$ cat src/rtl/cpg_pkg.sv
package cpg_pkg;
  localparam int unsigned CH_W    = 4;
  localparam int unsigned COLOR_W = 3 * CH_W;

  typedef logic [CH_W-1:0]    chan_t;
  typedef logic [COLOR_W-1:0] color_t;

  typedef struct packed {
    chan_t red;
    chan_t grn;
    chan_t blu;
  } rgb_t;

  function automatic color_t next_color(input color_t c);
    return (c == {COLOR_W{1'b1}}) ? '0 : c + color_t'(1);
  endfunction

  function automatic rgb_t unpack_color(input color_t c);
    rgb_t p;
    p.red = c[3*CH_W-1:2*CH_W];
    p.grn = c[2*CH_W-1:CH_W];
    p.blu = c[CH_W-1:0];
    return p;
  endfunction
endpackage

$ cat src/rtl/cpg_frame_counter.sv
module cpg_frame_counter
  import cpg_pkg::*;
(
  input  logic   clk,
  input  logic   rst_n,
  input  logic   advance_i,
  output color_t color_o
);
  color_t color_q;
  logic   at_top;

  assign at_top = (color_q == {COLOR_W{1'b1}});

  always_ff @(posedge clk or negedge rst_n) begin
    if (!rst_n)          color_q <= '0;
    else if (advance_i)  color_q <= next_color(color_q);
  end

  assign color_o = color_q;

  assert_step_R5: assert property (@(posedge clk) disable iff (!rst_n)
    (advance_i && !at_top) |=> (color_q == $past(color_q) + color_t'(1)));
  assert_wrap_R6: assert property (@(posedge clk) disable iff (!rst_n)
    (advance_i && at_top) |=> (color_q == '0));
  assert_hold_R8: assert property (@(posedge clk) disable iff (!rst_n)
    !advance_i |=> $stable(color_q));
endmodule

$ cat src/rtl/cpg_pixel_stage.sv
module cpg_pixel_stage
  import cpg_pkg::*;
(
  input  logic   clk,
  input  logic   rst_n,
  input  logic   fill_i,
  input  color_t color_i,
  output rgb_t   pix_o
);
  rgb_t pix_q;

  always_ff @(posedge clk or negedge rst_n) begin
    if (!rst_n)      pix_q <= '0;
    else if (fill_i) pix_q <= unpack_color(color_i);
    else             pix_q <= '0;
  end

  assign pix_o = pix_q;

  assert_idle_R4: assert property (@(posedge clk) disable iff (!rst_n)
    !fill_i |=> (pix_q == '0));
endmodule

$ cat src/rtl/cpg_palette_sweep.sv
module cpg_palette_sweep
  import cpg_pkg::*;
(
  input  logic              clk,
  input  logic              rst_n,
  input  logic              pix_req_i,
  input  logic              frame_end_i,
  output logic [COLOR_W-1:0] rgb_o
);
  logic   advance_ev;
  logic   fill_ev;
  color_t frame_color;
  rgb_t   pix;

  assign advance_ev = frame_end_i;
  assign fill_ev    = pix_req_i;

  cpg_frame_counter u_counter (
    .clk       (clk),
    .rst_n     (rst_n),
    .advance_i (advance_ev),
    .color_o   (frame_color)
  );

  cpg_pixel_stage u_pixel (
    .clk     (clk),
    .rst_n   (rst_n),
    .fill_i  (fill_ev),
    .color_i (frame_color),
    .pix_o   (pix)
  );

  assign rgb_o = {pix.red, pix.grn, pix.blu};

  assert_fill_R3: assert property (@(posedge clk) disable iff (!rst_n)
    fill_ev |=> (rgb_o == $past(frame_color)));
  assert_collide_R7: assert property (@(posedge clk) disable iff (!rst_n)
    (fill_ev && advance_ev) |=> (rgb_o != frame_color));
  assert_reset_R1: assert property (@(posedge clk)
    !rst_n |-> (rgb_o == '0 && frame_color == '0));
endmodule

$ cat config.mk
export PLATFORM = sky130hd
export DESIGN_NAME = cpg_palette_sweep
export DESIGN_NICKNAME = d
export VERILOG_FILES = /design/src/rtl/cpg_pkg.sv /design/src/rtl/cpg_frame_counter.sv /design/src/rtl/cpg_pixel_stage.sv /design/src/rtl/cpg_palette_sweep.sv
export SDC_FILE = /design/constraint.sdc
export NUM_CORES = 1
export LEC_CHECK = 0
export ABC_AREA = 1
export BUFFER_PORTS_ARGS = -buffer_cell sky130_fd_sc_hd__buf_2
export CORE_UTILIZATION = 50
export CTS_BUF_LIST = sky130_fd_sc_hd__clkbuf_16
export DETAILED_ROUTE_END_ITERATION = 6
export PLACE_DENSITY = 0.71
export SYNTH_ARGS = -nofsm -noshare
export SYNTH_HDL_FRONTEND = slang
export SYNTH_SLANG_ARGS = --single-unit
$ cat constraint.sdc
create_clock -name clk -period 1.6 [get_ports clk]
set_input_delay 0.08 -clock clk [delete_from_list [all_inputs] [get_ports clk]]
set_output_delay 0.08 -clock clk [all_outputs]
set_load 0.02 [all_outputs]
==> key figures <==
CTS
  – CTS root buf: clkbuf_16
  – Worst-Skew Late Latency: between 200 and 300 ps
  – Sink Count: 24
  – TritonCTS Buffers: 3
  – CTS Buffer Depth: 2
  – TritonCTS clock tree: done
  – Reg clk slew, reported paths: approximately 50 ps
  – PostCTS Resize Cnt: 0
  – Setup bufs post-CTS: 0
  – H-tree lvl count: 1

Yosys
  – Sequential area share after synthesis: between 50% and 60%
  – Post-Syn Area: roughly 1100 um^2
  – Flops & latches, synth: 24
  – Synth cell types: 14
  – Syn nets: 130
  – Post-synthesis area per instance: 8.52 um^2
  – Yosys warns: 0
  – Mapped Cells: approximately 130

Place
  – HPWL after DPL: about 1.3 mm
  – GPL Wtd Cong: ~0.85
  – Area post-placement: ~1200 um^2
  – IO buf count: 15

Worst setup path
  – CP Cell Sequence: ha_1 -> nand2_1 -> nor2_4 -> nand3_2 -> nand2_1 -> nor2_1
  – Critical path type: register to register
  – Critical Path AT: roughly 1500 ps
  – CP endpoint kind: register
  – Crit Reg-Reg Startpoint: u_counter.color_o[0]
  – CP max FO: 6
  – RR Endpoint: u_counter.color_o[9]
  – R2r setup slk: 280 ps
  – Crit-path slowest cell: dfrtp_1
  – CP Data Required Time: 1750 ps
  – R2R cell count: 6
  – Slowest stage delay, CP: 440 ps
  – Crit path top cell by count: nand2_1
  – Startpoint Class: register

Routing
  – DRT iter0 DRCs: 11
  – Drt pass-1 iters: 4
  – Vias: 807
  – Number of remaining DRC errors: 0
  – Routed vias/inst: around 4.7
  – Total wire length: about 1.8 mm
  – Antenna Nets Post-Route: 0
  – Avg WL per Cell: approximately 11 um

Global routing
  – Largest net degree at the start of global routing: 25
  – Total GRT Usage: between 15 and 20%
  – Number of global-route vias before repair: 699
  – Initial antenna violation count: 0
  – Global-route wire length before repair: 2.98 mm
  – Total congestion overflow: 0

Floorplan
  – Cell Rows: 16
  – Die W: roughly 48 um
  – Ports: 16
  – Die Y: roughly 48 um
  – Die area: around 2300 um^2
  – Initial Utilization: 53.7%
  – Core area: 1980 um^2

STA
  – Final Cycle Share: ~83%
  – Final hold vios: 0
  – Least-Margin Pin Slew: a little over 500 ps
  – Relative slew slack: between 60% and 70%
  – Min Hold Slack: roughly 120 ps
  – Final number of setup-violating endpoints: 0
  – Max Fclk: 0.756 GHz
  – Tmin final: 1320 ps
  – Setup tns final: 0 ps
  – Slew Viols, Final: 0
  – RSZ-0062 raised after global routing: no
  – Worst clock skew: 1.59 ps

Layout
  – Fin util: between 60 and 70%
  – ANT cells: 0
  – Post-route cell area: 1250 um^2
  – Multi-input logic area: between 300 and 400 um^2
  – Most frequent cells in the layout: nand2_1, inv_1, dfrtp_1
  – Total of fill cells in the finished design: ~170
  – Final nets: 150
  – Commonest non-fill, non-tap cell in the layout: nand2_1
  – Area grow syn2layout: 17.9%
  – Register area: 601 um^2
  – Layout cells sized above 1: 16.1%

Power and ir drop
  – Power, Total: around 0.0016 W
  – P per Cell Area: around 1300 nW/um^2
  – Worst VDD drop: around 700 uV
  – Leakage: around 0.78 nW

Hold path
  – Hold WC Path Type: primary input to register
  – Hold Path End: u_counter.color_o[1]
  – Hold Path Depth: 3
  – Hold Startpoint: frame_end_i

Status
  – Status: completed

Flow run
  – Max cap viols: 0
-- Yosys cell counts --
| master | n | area share, % |
|---|---|---|
| nand2_1 | 39 | 14 |
| inv_1 | 26 | 9.2 |
| dfrtp_1 | 24 | 56 |
| nor2_1 | 11 | 3.9 |
| nand3_1 | 8 | 3.8 |
| nand4_1 | 3 | 1.8 |
| nor2_4 | 3 | 3.2 |
| xor2_1 | 3 | 2.5 |
| a21oi_1 | 2 | 0.94 |
| xnor2_1 | 2 | 1.6 |
| clkbuf_1 | 1 | 0.35 |
| ha_1 | 1 | 1.2 |
| nand3_2 | 1 | 0.94 |
| nor2_2 | 1 | 0.59 |
-- cell type report --
class / instances / area share, %
Clock buffer: 3 / 5.98
Inverter: 26 / 7.78
Multi-Input combinational cell: 74 / 28.9
Tap cell: 27 / 2.69
Timing Repair Buffer: 16 / 6.78
Sequential cell: 24 / 47.9
-- critical path: cells and delay by family (launching register included) --
kind | cells | cell delay [ps]
adders and majority gates | 1 | 210
DFF | 1 | 440
and+or+nand+nor | 5 | 550
-- flip-flops by register name, indices dropped and copies added (netlist names) --
register / cells
u_counter.color_o: 12
u_pixel.pix_o: 12
-- kinds of logic (layout without fill, tap and decap cells) --
group / count (synthesis) / in the layout / synth area share, %
compound gates: 2 / 2 / 0.940
xor+xnor: 5 / 5 / 4.11
fa+ha+maj: 1 / 1 / 1.17
buf+inv: 27 / 45 / 9.52
flops: 24 / 24 / 56.4
simple gates: 66 / 66 / 27.9
-- what timing repair did --
action	CTS	global route
hold endpoints to repair	24	0
hold buffers	1	0
setup endpoints to repair	0	0
-- per-stage QoR --
step | worst slack [ps] | cells
after global routing | 150 | 170
after detailed placement | 322 | 166
final | 277 | 170
after global placement | 374 | 166
after floorplan | 454 | 125
after CTS | 288 | 170
-- how the worst max path moves through the flow --
stage | slack [ps] | cells after the start | endpoint | start
4_1_cts | 290 | 6 | u_counter.color_o[9] | u_counter.color_o[0]
2_1_floorplan | 450 | 6 | u_counter.color_o[11] | u_counter.color_o[0]
3_3_place_gp | 370 | 6 | u_counter.color_o[9] | u_counter.color_o[0]
5_1_grt | 150 | 6 | u_counter.color_o[9] | u_counter.color_o[0]
3_5_place_dp | 320 | 6 | u_counter.color_o[9] | u_counter.color_o[0]
6_report | 280 | 6 | u_counter.color_o[9] | u_counter.color_o[0]
-- where the power goes --
group          internal (W)  total (W)  switching [W]
logic              0.000107   0.000305       0.000197
clock network      0.000330   0.000514       0.000184
registers          0.000705   0.000807       0.000102
total               0.00114    0.00163       0.000484
-- metal layers --
layer,part of all wire (%),track usage (%),routed length (um),vias up
met3,3.8,5.56,69,4
met5,0,0,0,-
li1,-,-,-,408
met4,2.2,10.0,40,0
met1,43,23.4,778,372
met2,51,32.8,931,23
Note: power is estimated with default switching activity, not from simulation.
